<file path="config.mk">
export PLATFORM = sky130hd
export DESIGN_NAME = pwm_chopper
export DESIGN_NICKNAME = d
export VERILOG_FILES = /design/src/rtl/chop_pkg.sv /design/src/rtl/chop_divider.sv /design/src/rtl/chop_phase.sv /design/src/rtl/pwm_chopper.sv
export SDC_FILE = /design/constraint.sdc
export NUM_CORES = 1
export LEC_CHECK = 0
export CAP_MARGIN = 20
export CORE_ASPECT_RATIO = 0.8
export CORE_MARGIN = 5
export CORE_UTILIZATION = 46
export DETAILED_ROUTE_END_ITERATION = 10
export PLACE_DENSITY = 0.75
export SETUP_SLACK_MARGIN = 0.15
export SYNTH_ARGS = -nofsm -noshare
export SYNTH_HDL_FRONTEND = slang
export SYNTH_HIERARCHICAL = 1
export SYNTH_SLANG_ARGS = --single-unit
</file>
<file path="constraint.sdc">
create_clock -name clk -period 2.4 [get_ports clk]
set_input_delay 0.48 -clock clk [delete_from_list [all_inputs] [get_ports clk]]
set_output_delay 0.48 -clock clk [all_outputs]
set_load 0.01 [all_outputs]
</file>
<file path="src/rtl/chop_pkg.sv">
package chop_pkg;
    localparam int unsigned CHOP_PHASES = 8;
    localparam int unsigned PH_W        = $clog2(CHOP_PHASES);
endpackage

</file>
<file path="src/rtl/chop_divider.sv">
module chop_divider #(
    parameter int unsigned DIV_W = 3
) (
    input  logic             clk,
    input  logic             rst_n,
    input  logic             clr,
    input  logic [DIV_W-1:0] div_code,
    output logic             tick
);
    typedef struct packed {
        logic [DIV_W-1:0] cnt;
    } div_state_t;

    div_state_t st_d, st_q;

    always_comb begin
        st_d = st_q;
        tick = (st_q.cnt >= div_code);
        if (clr) begin
            st_d.cnt = '0;
        end else if (tick) begin
            st_d.cnt = '0;
        end else begin
            st_d.cnt = st_q.cnt + 1'b1;
        end
    end

    always_ff @(posedge clk or negedge rst_n) begin
        if (!rst_n) begin
            st_q <= '0;
        end else begin
            st_q <= st_d;
        end
    end

    // the count never stays above the divider limit for more than one cycle
    a_r4_cnt_wraps: assert property (@(posedge clk) disable iff (!rst_n)
        (st_q.cnt > div_code) |=> (st_q.cnt == '0));
endmodule

</file>
<file path="src/rtl/chop_phase.sv">
module chop_phase #(
    parameter int unsigned PH_W = chop_pkg::PH_W
) (
    input  logic            clk,
    input  logic            rst_n,
    input  logic            clr,
    input  logic            adv,
    input  logic [PH_W-1:0] duty_code,
    output logic            level_next
);
    typedef struct packed {
        logic [PH_W-1:0] ph;
    } ph_state_t;

    ph_state_t st_d, st_q;

    always_comb begin
        st_d = st_q;
        if (clr) begin
            st_d.ph = '0;
        end else if (adv) begin
            st_d.ph = st_q.ph + 1'b1;
        end
        level_next = (st_d.ph < duty_code);
    end

    always_ff @(posedge clk or negedge rst_n) begin
        if (!rst_n) begin
            st_q <= '0;
        end else begin
            st_q <= st_d;
        end
    end

    // an advance without restart moves exactly one phase on, wrapping after eight
    a_r5_phase_step: assert property (@(posedge clk) disable iff (!rst_n)
        (!clr && adv) |=> (st_q.ph == PH_W'($past(st_q.ph) + 1'b1)));
endmodule

</file>
<file path="src/rtl/pwm_chopper.sv">
module pwm_chopper #(
    parameter int unsigned DIV_W  = 3,
    parameter int unsigned OSW_W  = 4,
    parameter int unsigned DUTY_W = chop_pkg::PH_W
) (
    input  logic              clk,
    input  logic              rst_n,
    input  logic              en,
    input  logic              pwm_in,
    input  logic [DIV_W-1:0]  div_code,
    input  logic [OSW_W-1:0]  pulse_code,
    input  logic [DUTY_W-1:0] duty_code,
    output logic              chop_out
);
    typedef struct packed {
        logic             pwm;
        logic             os_act;
        logic [OSW_W-1:0] osc;
        logic             out;
    } top_state_t;

    top_state_t st_d, st_q;

    logic rise, tick, os_end, div_clr, ph_clr, ph_adv, car_lvl;

    assign rise    = pwm_in && !st_q.pwm;
    assign os_end  = en && pwm_in && !rise && st_q.os_act && tick
                     && (st_q.osc >= pulse_code);
    assign div_clr = !en || !pwm_in || rise;
    assign ph_clr  = !en || !pwm_in || rise || os_end;
    assign ph_adv  = tick && !st_q.os_act;

    chop_divider #(.DIV_W(DIV_W)) u_div (
        .clk      (clk),
        .rst_n    (rst_n),
        .clr      (div_clr),
        .div_code (div_code),
        .tick     (tick)
    );

    chop_phase #(.PH_W(DUTY_W)) u_phase (
        .clk        (clk),
        .rst_n      (rst_n),
        .clr        (ph_clr),
        .adv        (ph_adv),
        .duty_code  (duty_code),
        .level_next (car_lvl)
    );

    always_comb begin
        st_d     = st_q;
        st_d.pwm = pwm_in;
        if (!en) begin
            st_d.os_act = 1'b0;
            st_d.osc    = '0;
            st_d.out    = pwm_in;
        end else if (!pwm_in) begin
            st_d.os_act = 1'b0;
            st_d.osc    = '0;
            st_d.out    = 1'b0;
        end else if (rise) begin
            st_d.os_act = 1'b1;
            st_d.osc    = '0;
            st_d.out    = 1'b1;
        end else if (st_q.os_act) begin
            if (os_end) begin
                st_d.os_act = 1'b0;
                st_d.osc    = '0;
                st_d.out    = car_lvl;
            end else begin
                if (tick) begin
                    st_d.osc = st_q.osc + 1'b1;
                end
                st_d.out = 1'b1;
            end
        end else begin
            st_d.out = car_lvl;
        end
    end

    always_ff @(posedge clk or negedge rst_n) begin
        if (!rst_n) begin
            st_q <= '0;
        end else begin
            st_q <= st_d;
        end
    end

    assign chop_out = st_q.out;

    // bypass is a one-register delay of the input
    a_r2_bypass: assert property (@(posedge clk) disable iff (!rst_n)
        (!en) |=> (chop_out == $past(pwm_in)));

    // a low input sample gives a low output
    a_r3_low_in_low: assert property (@(posedge clk) disable iff (!rst_n)
        (en && !pwm_in) |=> !chop_out);

    // the first high sample after a low one starts the one-shot high
    a_r4_rise_high: assert property (@(posedge clk) disable iff (!rst_n)
        (en && pwm_in && !st_q.pwm) |=> chop_out);

    // the one-shot count stays within the programmed width
    a_r7_os_bound: assert property (@(posedge clk) disable iff (!rst_n)
        ($stable(pulse_code) && st_q.os_act) |-> (st_q.osc <= pulse_code));
endmodule

</file>
## Word-level counts from Yosys, hierarchy flattened

Cells that the tools add are included.

| word-level totals | value |
|---|---|
| bits in registers | 13 |
| latch bits | 0 |
| bits in writable memories | 0 |
| memory bits (read-only) | 0 |
| input port bits | 14 |
| logic and storage cells | 42 |
| memories | 0 |

| operators by class | value |
|---|---|
| $add $sub $neg | 3 |
| multipliers | 0 |
| div/mod/pow operators | 0 |
| $lt $le $gt $ge | 3 |
| equal/unequal tests | 2 |
| shifts and indexed selects | 0 |
| mux-type cells | 12 |
| bitwise gates (word level) | 0 |
| reduce and logical (&&, ||, !) cells | 16 |

Operators with widths:

| cell | number |
|---|---|
| $mux W6 | 3 |
| $mux W3 | 4 |
| $mux W5 | 2 |
| $logic_and A1 B1 Y1 | 7 |
| $add A3 B1 Y3 const B | 2 |
| $logic_not A1 Y1 | 5 |
| $ne A5 B2 Y1 const B | 1 |
| $add A4 B1 Y4 const B | 1 |
| $ge A4 B4 Y1 | 1 |
| $mux W4 | 1 |
| $ne A4 B2 Y1 const B | 1 |
| $ge A3 B3 Y1 | 1 |
| $logic_or A1 B1 Y1 | 3 |
| $lt A3 B3 Y1 | 1 |
| $mux W1 | 2 |
| $reduce_and A2 Y1 | 1 |

## Longest topological paths before layout

Gate-level depths: netlist of run 1.

| depth | value |
|---|---|
| depth after elaboration | 15 |
| mapped depth | 15 |
| mapped depth without buffers | 15 |

## By module

The synthesis of run 1 kept the hierarchy.

Modules (own cells, without submodules):

| module | instances | cells an instance | area each (um^2) |
|---|---|---|---|
| pwm_chopper | 1 | 51 | 486.7 |
| chop_divider | 1 | 18 | 207.7 |
| chop_phase | 1 | 19 | 193.9 |

## Worst setup path before layout of run 1

No wires, ideal clock.

| path | value |
|---|---|
| path type | input -> register |
| start | in div_code[2] |
| end | reg st_q (netlist bit chop_out) |
| arrival time | 2.623 ns |
| data required time | 2.316 ns |
| slack | -0.307 ns |
| stages | 12 |
| path through | inv_1 > ha_1 > nand2_1 > o21ai_2 > nand2_1 > o31ai_1 > nor2_1 > ha_1 > or3_1 > o221ai_2 > inv_1 > a41oi_2 |

RTL lines:

| what | line | RTL |
|---|---|---|
| from (decl) | pwm_chopper.sv:10 | `input logic [DIV_W-1:0] div_code,` |
| to (signal assigned) | pwm_chopper.sv:85 | `st_q <= st_d;` |
| to (decl) | pwm_chopper.sv:22 | `top_state_t st_d, st_q;` |

==> implementation parameters, run 1 <==
Parameter                              Value

CTS
  Post-CTS Hold Buffers ... 0
  Clock tree buffer depth ... 2
  Clock input transition at the sequential cells of the worst setup and hold paths ... 80 ps
  Number of buffers created by CTS ... 3
  CTS H-tree depth ... 1
  Clock tree from TritonCTS ... done
  Insertion delay of the later-clocked pin in the worst-skew pair ... 280 ps
  Root buffer cell ... clkbuf_4
  TritonCTS sink count ... 13

Layout
  Most common cell after layout, fill and taps aside ... buf_4
  Antenna cell count ... 0
  Fraction of final layout cells sized beyond drive strength 1 ... 44.2%
  Summed area of non-filler cells in the final layout ... 1400 um2
  Fill cell total of the finished layout ... 144
  Synthesis-to-finish area growth ... 57.3%
  Final core utilization ... 75.3%
  Top library cells by usage in the layout, fill and taps aside ... buf_4, dfrtp_1, inv_1
  Nets@finish ... 156

Detailed routing
  Final routed DRC violation total ... 0
  Total Routed Length ... 2120 um
  Mean number of vias per cell ... 5.30
  Routed WL per cell ... 13.8 um
  Via Count ... 811
  Initial DRC count ... 12
  ANT nets after route ... 0
  DRT Pass-1 Iters ... 4

Power
  Peak supply drop ... 0.327 mV
  Net switching component of the power ... 0.127 mW
  Leak ... 0.649 nW
  Pint ... 0.350 mW
  Part of the total power dissipated in combinational logic ... 23.6%
  Clock share of power ... 29.0%
  PD cells ... 341 nW/um2
  Switching fraction of total power ... 26.6%
  Reg power frac ... 47.4%

Floorplan
  Vert. Die Dim ... 49.3 um
  Width of the die ... 59.1 um
  Total Die Area ... 2920 um2
  Starting density of the core ... 47.8%
  Rows ... 14
  Area inside the core boundary ... 1860 um2
  Top Ports ... 15

Yosys
  Synth Net Count ... 114
  Post-synthesis average cell area ... 10.1 um2
  Synth Register Bits ... 13
  Netlist Area Pre-Place ... 888 um2
  Distinct cell type count of the synthesized netlist ... 32
  Count of warnings emitted by yosys ... 6
  Synthesized instance count ... 88
  Sequential cell area fraction in the yosys report ... 36.6%

Critical path
  Data arrival at the endpoint of the critical path ... 2770 ps
  Slowest cell on the critical path ... dfrtp_1
  Worst Path Required ... 2600 ps
  Largest fanout on the critical path ... 3
  Gate family responsible for the most delay along the worst path ... simple AND/OR/NAND/NOR gates
  Worst path cell trace ... ha_4 > nand2_4 > o21ai_4 > inv_2 > nor2_4 > mux2i_2 > nor2_2 > ha_1 > or3_1 > o221ai_2 > inv_1 > a41oi_2
  Category of the worst setup path launch point ... flip-flop
  Worst path bufs/invs ... 2
  Biggest cell delay along the critical path ... 410 ps
  Sort of element at the end of the critical path ... flip-flop
  Worst setup path category ... reg2reg

Global route
  Total Routing Usage GR ... 15.5%
  Largest net degree at the start of global routing ... 14
  Vias in the first global route ... 820
  First-pass GRT wire length ... 3500 um
  Antenna violations before repair ... 0
  Total gr overflow ... 0

Timing
  Worst-case clock skew ... 5.83 ps
  Worst-margin pin slew ... 582 ps
  Setup repair after global routing missed its margin ... true
  Fin. Hold Viols ... 0
  FMAX ... 390 MHz
  Post-route fraction of the period consumed by the critical path ... 107%
  Rel. slew slack ... 61.1%
  Number of slew-limit violations in the final report ... 0
  Post-route minimum period ... 2570 ps
  Final worst-path setup slack ... -166 ps
  Number of setup violations in the final report ... 1

Flow run
  Max capacitance violation total ... 0

Status
  Outcome ... complete, but fails checks
  Violations in the final reports ... setup timing

Placement
  Dpl cell area ... 1280 um2
  PortBufs ... 14
  Global placer's final weighted congestion ... 0.732
  Worst setup slack before clock tree synthesis ... -743 ps
  Post-DP HPWL ... 1600 um

Worst hold path
  Tightest Hold Check Type ... reg2reg
==> synth_stat cells <==
cell type	count	area, um2
a2111oi_4	1	27.5
a21oi_1	3	15.0
a21oi_2	1	8.76
a31oi_1	1	6.26
a41oi_2	1	16.3
and3_1	1	6.26
dfrtp_1	13	325
ha_1	12	150
inv_1	13	48.8
mux2i_1	1	10.0
nand2_1	8	30.0
nand2b_4	1	13.8
nand3_1	3	15.0
nor2_1	5	18.8
nor2_2	1	6.26
nor2b_1	1	6.26
nor2b_4	1	13.8
nor3_1	1	5.00
nor3_2	1	10.0
nor3b_1	1	7.51
nor3b_2	1	12.5
nor4_1	1	6.26
o2111ai_1	2	17.5
o21ai_0	3	15.0
o21ai_1	1	5.00
o21ai_2	2	17.5
o221ai_2	1	15.0
o31ai_1	1	7.51
o31ai_2	1	12.5
or3_1	2	12.5
xnor2_1	2	17.5
xor2_1	1	8.76
==> worst reg2reg max path, cell delays in order, from the launching register on <==
cell	delay, ps
dfrtp_1	410
ha_4	300
nand2_4	50
o21ai_4	210
inv_2	80
nor2_4	150
mux2i_2	290
nor2_2	80
ha_1	270
or3_1	380
o221ai_2	70
inv_1	70
a41oi_2	110
==> metrics by stage <==
| stage | setup TNS, ps | power [mW] | instances | hold WS, ps |
|---|---|---|---|---|
| 3_5_place_dp | -833 | 0.333 | 142 | 478 |
| 4_1_cts | -56.1 | 0.477 | 151 | 489 |
| 5_1_grt | -233 | 0.505 | 153 | 534 |
| 6_report | -166 | 0.477 | 153 | 496 |
| 3_3_place_gp | -664 | 0.329 | 142 | 474 |
| 2_1_floorplan | -90.5 | 0.282 | 88 | 184 |
==> cell type report <==
type	count	area (um2)	area share (%)
multi-input cells	62	642	45.9
flip-flops and latches	13	325	23.3
repair buffers	37	318	22.7
inverters	13	56.3	4.03
well taps	24	30.0	2.15
clock buffers	4	26.3	1.88
==> state kept, by name (all words and copies together), names as in the netlist <==
register and count:
u_div/st_q 3, chop_out 1, st_q 6, u_phase/st_q 3
==> layer usage <==
metal / GRT usage, % / vias to the layer above / part of all wire, %
li1: - / 391 / -
met1: 18.0 / 390 / 42
met2: 27.9 / 28 / 52
met3: 5.03 / 2 / 5.6
met4: 2.26 / 0 / 0.19
met5: 0 / - / 0
==> repair_timing <==
action | CTS | global route
resized for setup | 18 | 2
setup endpoints to repair | 1 | 1
buffers inserted | 5 | 2
gates cloned | 0 | 0
pin swaps | 11 | 7
==> power by group through the flow <==
stage               sequential (mW)  combinational (mW)  clock, mW
detailed placement            0.231               0.103          0
CTS                           0.226               0.108      0.143
floorplan                     0.231              0.0512          0
global route                  0.227               0.122      0.156
finish                        0.226               0.113      0.138
global placement              0.230              0.0991          0
==> kinds of logic after synthesis <==
kind of cell	after synthesis	share of synthesized area, %
xor gates and xnor gates	3	2.96
AOI/OAI and AO/OA	18	18.5
adders and majority gates	12	16.9
DFF	13	36.6
buffers and inverters	13	5.49
and+or+nand+nor	28	18.5
muxes	1	1.13
==> final timing paths <==
| path | startpoint | end | slack (ps) | cells past startpoint |
|---|---|---|---|---|
| max | u_div/st_q[2] | chop_out | -170 | 12 |
| min | st_q[6] | st_q[5] | 500 | 1 |
| max in group asynchronous | rst_n | u_phase/st_q[2] | 1450 | 1 |
| min in group asynchronous | rst_n | u_div/st_q[0] | 560 | 1 |
| min reg2reg | st_q[6] | st_q[5] | 500 | 1 |
| max reg2reg | u_div/st_q[2] | chop_out | -170 | 12 |
No activity file was read; power rests on OpenSTA's default activity.
==> run 2: changes to the inputs <==
Settings changed: CELL_PAD_IN_SITES_DETAIL_PLACEMENT from default to 1, CELL_PAD_IN_SITES_GLOBAL_PLACEMENT from default to 2, CORE_UTILIZATION 46 to 29.
==> implementation parameters, run 2 (same netlist as run 1, synthesis figures left out) <==
Parameter                              Value

Timing
  Number of setup violations in the final report ... 1 (unchanged)
  Worst-margin pin slew ... 642 ps (+59.4 ps)
  Number of slew-limit violations in the final report ... 0 (unchanged)
  Final worst-path setup slack ... -54.5 ps (+112 ps)
  FMAX ... 407 MHz (+4.6%)
  Worst-case clock skew ... 1.35 ps (-4.48 ps)
  Aggregate negative setup slack ... -54.5 ps (+112 ps)
  Post-route fraction of the period consumed by the critical path ... 102% (-4.7 points)
  Fin. Hold Viols ... 0 (unchanged)
  Rel. slew slack ... 57.1% (-4.0 points)
  Setup repair after global routing missed its margin ... true
  Post-route minimum period ... 2450 ps (-112 ps)

Floorplan
  Width of the die ... 71.9 um (+22%)
  Top Ports ... 15 (unchanged)
  Starting density of the core ... 29.4% (-18 points)
  Area inside the core boundary ... 3020 um2 (+63%)
  Rows ... 18 (+4)
  Total Die Area ... 4280 um2 (+47%)
  Vert. Die Dim ... 59.5 um (+21%)

Critical path
  Gate family responsible for the most delay along the worst path ... simple AND/OR/NAND/NOR gates
  Sort of element at the end of the critical path ... flip-flop
  Worst path bufs/invs ... 2 (unchanged)
  Worst Path Required ... 2570 ps (-30 ps)
  Biggest cell delay along the critical path ... 410 ps (about the same)
  Critical Path End ... chop_out
  Slowest cell on the critical path ... dfrtp_1
  Flop2flop setup slack ... -50 ps (+110 ps)
  Launch point of the critical path ... u_div/st_q[2]
  Cell count along the critical path ... 12 (unchanged)
  Launch point of the worst reg-to-reg path ... u_div/st_q[2]
  Worst path cell trace ... ha_4 > nand2_4 > o21ai_4 > inv_2 > nor2_4 > mux2i_2 > nor2_2 > ha_1 > or3_4 > o221ai_2 > inv_1 > a41oi_2
  Data arrival at the endpoint of the critical path ... 2620 ps (-150 ps)
  Worst setup path category ... reg2reg
  Largest fanout on the critical path ... 4 (+1)
  Number of cell instances on the worst register-to-register path ... 12 (unchanged)
  FF-to-FF End ... chop_out
  Category of the worst setup path launch point ... flip-flop

CTS
  Clock input transition at the sequential cells of the worst setup and hold paths ... 60 ps (-20 ps)
  Insertion delay of the later-clocked pin in the worst-skew pair ... 250 ps (-30 ps)
  Number of buffers created by CTS ... 3 (unchanged)
  CTS H-tree depth ... 1 (unchanged)
  TritonCTS sink count ... 13 (unchanged)
  Post-CTS Hold Buffers ... 0 (unchanged)
  Root buffer cell ... clkbuf_8
  Clock tree from TritonCTS ... done
  Clock tree buffer depth ... 2 (unchanged)

Detailed routing
  Metal1 wirelength ... 1010 um (+13%)
  DRT Pass-1 Iters ... 4 (unchanged)
  Amount of wire on met2 after detailed routing ... 1110 um (+0.64%)
  Metal3 WL ... 98 um (-17%)
  Initial DRC count ... 16 (+4)
  ANT nets after route ... 0 (unchanged)
  Mean number of vias per cell ... 4.59 (-13%)
  Via Count ... 781 (-3.7%)
  Top layer in use ... met4
  Routed WL per cell ... 13.2 um (-4.9%)
  Total Routed Length ... 2240 um (+5.6%)
  Final routed DRC violation total ... 0 (unchanged)

Placement
  Global placer's final weighted congestion ... 0.824 (+13%)
  Placed Cells incl. Taps ... 160 (+13%)
  PortBufs ... 14 (unchanged)
  Post-DP HPWL ... 1660 um (+3.7%)

Layout
  Most common cell after layout, fill and taps aside ... buf_4
  Synthesis-to-finish area growth ... 60.0%
  Fill cell total of the finished layout ... 349 (+140%)
  Fraction of final layout cells sized beyond drive strength 1 ... 47.7% (+3.5 points)
  Largest regs ... st_q (6), u_div/st_q (3), u_phase/st_q (3)
  Antenna cell count ... 0 (unchanged)
  Top register by number of flip-flops ... st_q
  Number of standard cells in the final layout excluding fillers ... 170 (+11%)
  Top library cells by usage in the layout, fill and taps aside ... buf_4, dfrtp_1, inv_1
  Flip-flop count of the largest register, all copies and words added ... 6 (unchanged)
  Nets@finish ... 157 (+0.64%)

Status
  Outcome ... complete, but fails checks
  Violations in the final reports ... setup timing

Worst hold path
  Tightest Hold Check Type ... reg2reg
  Hold wc startpoint ... st_q[6]

Global route
  First-pass GRT wire length ... 4020 um (+15%)
  Vias in the first global route ... 862 (+5.1%)
  Total gr overflow ... 0 (unchanged)
  Largest net degree at the start of global routing ... 14 (unchanged)
  Antenna violations before repair ... 0 (unchanged)
  Total Routing Usage GR ... 12.1% (-3.5 points)

Power
  PD cells ... 379 nW/um2 (+11%)
  Leak ... 0.652 nW (+0.54%)
  Peak supply drop ... 0.295 mV (-9.8%)

Flow run
  Max capacitance violation total ... 0 (unchanged)
[run 2: changes by cell type in the layout (fill, tap and decap cells not counted)]
cell           before  now
dlygate4sd2_1       5    3
buf_12              1    0
clkbuf_8            0    3
ha_1                6    4
buf_4              21   23
clkbuf_4            3    0
ha_2                1    3
o21ai_4             2    1
buf_2               1    2
o21ai_2             0    1
clkbuf_2            0    1
[run 2: per-stage QoR]
stage | setup WS (ps) | total power [mW] | utilization, % | hold slack, ps | area, um2
floorplan | -90.5 | 0.282 | - | 184 | 990
global placement | -702 | 0.333 | 43.6 | 470 | 1320
detailed placement | -721 | 0.336 | 43.6 | 483 | 1320
CTS | -83.4 | 0.545 | 46.5 | 498 | 1400
global route | -180 | 0.572 | 47.1 | 517 | 1420
finish | -54.5 | 0.539 | 47.1 | 494 | 1420
[run 2: power by group]
group          internal, mW  switching (mW)  total [mW]
Combinational        0.0599          0.0491       0.109
Clock                 0.118          0.0852       0.203
Sequential            0.223         0.00378       0.227
[run 2: area by class of cell]
type                    instances  area (um2)  share of cell area [%]
clock buffers                   4        45.0                    3.17
inverters                      13        56.3                    3.96
multi-input cells              62         639                    45.0
flip-flops and latches         13         325                    22.9
well taps                      40        50.0                    3.52
repair buffers                 38         305                    21.5
[run 2: layer usage]
metal  up-vias  track usage, %
met3         2            3.73
met4         0            3.22
met5         -               0
met1       372            14.6
met2        14            20.8
li1        393               -
[run 2: repair_timing]
action | in CTS | in global routing
cloned | 0 | 0
setup endpoints to repair | 1 | 1
pin swaps | 10 | 7
buffers inserted | 4 | 2
gates resized for setup | 19 | 7
[run 2: worst min path at each step]
stage / cells after the start / slack, ps / endpoint
after floorplan: 0 / 180 / chop_out
after global placement: 1 / 470 / st_q[5]
after detailed placement: 1 / 480 / st_q[5]
after CTS: 1 / 500 / st_q[5]
after global routing: 1 / 520 / st_q[5]
final: 1 / 490 / st_q[5]
==> run 3: changes to the inputs <==
Settings changed: ABC_AREA from default to 1, CORE_UTILIZATION 29 to 27, PLACE_DENSITY 0.75 to 0.76.
==> implementation parameters, run 3 <==
Parameter                              Value

Critical path
  Flop2flop setup slack ... 90 ps (+140 ps)
  Worst setup path category ... reg2reg
  Data arrival at the endpoint of the critical path ... 2490 ps (-130 ps)
  Number of cell instances on the worst register-to-register path ... 16 (+4)
  Launch point of the worst reg-to-reg path ... st_q[1]
  Category of the worst setup path launch point ... flip-flop
  Sort of element at the end of the critical path ... flip-flop
  Worst Path Required ... 2580 ps (about the same)
  FF-to-FF End ... chop_out
  Largest fanout on the critical path ... 5 (+1)

Layout
  Top library cells by usage in the layout, fill and taps aside ... buf_4, inv_1, nand2_1
  Flip-flop count of the largest register, all copies and words added ... 6 (unchanged)
  Fill cell total of the finished layout ... 382 (+9.5%)
  Antenna cell count ... 0 (unchanged)
  Most common cell after layout, fill and taps aside ... buf_4
  Fraction of final layout cells sized beyond drive strength 1 ... 50.3% (+2.6 points)
  Synthesis-to-finish area growth ... 70.6%
  Final core utilization ... 48.6% (+1.5 points)
  Top register by number of flip-flops ... st_q
  Largest regs ... st_q (6), u_div/st_q (3), u_phase/st_q (3)
  Summed area of non-filler cells in the final layout ... 1530 um2 (+7.8%)
  Nets@finish ... 188 (+20%)

Global route
  Largest net degree at the start of global routing ... 14 (unchanged)
  Total Routing Usage GR ... 11.9% (-0.21 points)
  Antenna violations before repair ... 0 (unchanged)
  Total gr overflow ... 0 (unchanged)
  Vias in the first global route ... 953 (+11%)
  First-pass GRT wire length ... 4060 um (+1.0%)

CTS
  TritonCTS sink count ... 13 (unchanged)
  CTS H-tree depth ... 1 (unchanged)
  Root buffer cell ... clkbuf_8
  Clock tree from TritonCTS ... done
  Clock input transition at the sequential cells of the worst setup and hold paths ... 50 ps (about the same)
  Insertion delay of the later-clocked pin in the worst-skew pair ... 240 ps (about the same)
  Post-CTS Hold Buffers ... 0 (unchanged)
  Number of buffers created by CTS ... 3 (unchanged)
  Clock tree buffer depth ... 2 (unchanged)

Yosys
  Top cell types by occurrence after synthesis ... inv_1, nand2_1, dfrtp_1, ha_1, nor2_1
  Most frequent cell after synthesis ... inv_1
  EDFF count, synth ... 0 (unchanged)
  Synthesized instance count ... 114 (+30%)
  Synth Net Count ... 140 (+23%)
  Primary flip-flop cell chosen by synthesis mapping ... dfrtp_1
  Post-synth ARST share ... 100% (unchanged)
  Netlist Area Pre-Place ... 898 um2 (+1.1%)
  Largest cells by area after synthesis ... dfrtp_1, ha_1, inv_1
  Post-synthesis average cell area ... 7.88 um2 (-22%)
  Library cell occupying the most area in the post-synthesis netlist ... dfrtp_1
  Distinct cell type count of the synthesized netlist ... 18 (-44%)
  Synth Register Bits ... 13 (unchanged)
  Sequential cell area fraction in the yosys report ... 36.2% (-0.41 points)
  Portion of synthesized cell area occupied by the leading cell type ... 36.2% (-0.41 points)
  Count of warnings emitted by yosys ... 6 (unchanged)

Status
  Outcome ... completed

Power
  Leak ... 0.777 nW (+19%)
  PD cells ... 346 nW/um2 (-8.6%)
  Peak supply drop ... 0.202 mV (-31%)

Worst hold path
  Hold wc startpoint ... st_q[1]
  Hold depth ... 1 (unchanged)
  Endpoint of the worst hold path ... st_q[1]
  Tightest Hold Check Type ... reg2reg

Timing
  Setup repair after global routing missed its margin ... true
  Number of setup violations in the final report ... 0 (-1)
  FMAX ... 432 MHz (+6.1%)
  Post-route fraction of the period consumed by the critical path ... 96.4% (-5.9 points)
  Number of slew-limit violations in the final report ... 0 (unchanged)
  Rel. slew slack ... 58.7% (+1.6 points)
  Worst-margin pin slew ... 618 ps (-23.5 ps)
  Worst-case clock skew ... 6.02 ps (+4.67 ps)
  Post-route minimum period ... 2310 ps (-141 ps)
  Worst hold slack ... 556 ps (+62.5 ps)
  Fin. Hold Viols ... 0 (unchanged)

Detailed routing
  ANT nets after route ... 0 (unchanged)
  Mean number of vias per cell ... 4.41 (-3.9%)
  Routed WL per cell ... 12.8 um (-2.8%)
  Total Routed Length ... 2570 um (+15%)
  Final routed DRC violation total ... 0 (unchanged)
  DRT Pass-1 Iters ... 4 (unchanged)
  Initial DRC count ... 19 (+3)
  Via Count ... 887 (+14%)

Placement
  Global placer's final weighted congestion ... 0.772 (-6.3%)
  Dpl cell area ... 1210 um2 (-8.2%)
  Post-DP HPWL ... 1720 um (+3.8%)
  PortBufs ... 14 (unchanged)

Floorplan
  Area inside the core boundary ... 3150 um2 (+4.5%)
  Top Ports ... 15 (unchanged)
  Rows ... 18 (unchanged)
  Width of the die ... 74.5 um (+3.6%)
  Starting density of the core ... 28.5% (-0.94 points)
  Vert. Die Dim ... 61.6 um (+3.5%)
  Total Die Area ... 4590 um2 (+7.3%)

Flow run
  Max capacitance violation total ... 0 (unchanged)
## run 3: final cells by class
class | instances | area, um2 | area share (%)
well taps | 40 | 50.0 | 3.27
flip-flops and latches | 13 | 328 | 21.4
repair buffers | 43 | 365 | 23.8
multi-input cells | 74 | 641 | 41.8
clock buffers | 4 | 45.0 | 2.94
inverters | 27 | 104 | 6.78
## run 3: worst max-delay path by stage
stage	from	to	slack [ps]
after floorplan	div_code[1]	chop_out	150
after global placement	pulse_code[3]	chop_out	-450
after detailed placement	pulse_code[3]	chop_out	-550
after CTS	u_div/st_q[2]	chop_out	40
after global routing	u_div/st_q[0]	chop_out	-70
final	st_q[1]	chop_out	90
## run 3: critical path: stages (launching register included)
cell	delay [ps]
dfrtp_1	430
inv_1	80
ha_2	270
nand4_1	130
nand3_2	100
nand2_2	100
nand4_1	120
inv_2	120
nand2_2	70
nor2_4	140
ha_4	220
a21o_1	160
a21oi_2	110
nor2_2	50
nand3_2	60
nand2_1	50
inv_1	50
## run 3: logic make-up after synthesis
| kind of cell | count (synthesis) | synth area share, % |
|---|---|---|
| AND/OR/NAND/NOR | 49 | 26.6 |
| buffers and inverters | 27 | 11.3 |
| AO/OA/AOI/OAI | 11 | 7.24 |
| adder cells (fa/ha/maj) | 12 | 16.7 |
| flip-flops | 13 | 36.2 |
| XOR/XNOR | 2 | 1.95 |
## run 3: timing repair
| item | 4_1_cts | 5_1_grt |
|---|---|---|
| setup endpoints to repair | 1 | 3 |
| gates resized for setup | 25 | 35 |
| buffers inserted | 11 | 5 |
| pin swaps | 24 | 24 |
## run 3: stage by stage
stage | cells | power, mW | setup WS (ps) | TNS (ps)
final | 201 | 0.531 | 86.8 | 0
after detailed placement | 181 | 0.316 | -548 | -548
after floorplan | 114 | 0.265 | 155 | 0
after global placement | 181 | 0.312 | -450 | -450
after global routing | 201 | 0.563 | -66.7 | -66.7
after CTS | 196 | 0.516 | 40.2 | 0
## run 3: metal layers
layer,global-route usage [%],up-vias,routed length [um]
met5,0,-,0
met4,5.33,0,36
met3,1.47,4,80
met2,23.0,14,1400
met1,12.9,424,1060
li1,-,445,-
## run 3: where the power goes
| part | internal (mW) | switching, mW | leakage (nW) |
|---|---|---|---|
| logic | 0.0544 | 0.0522 | 0.581 |
| clock network | 0.117 | 0.0802 | 0.0228 |
| registers | 0.223 | 0.00357 | 0.173 |
| total | 0.395 | 0.136 | 0.777 |
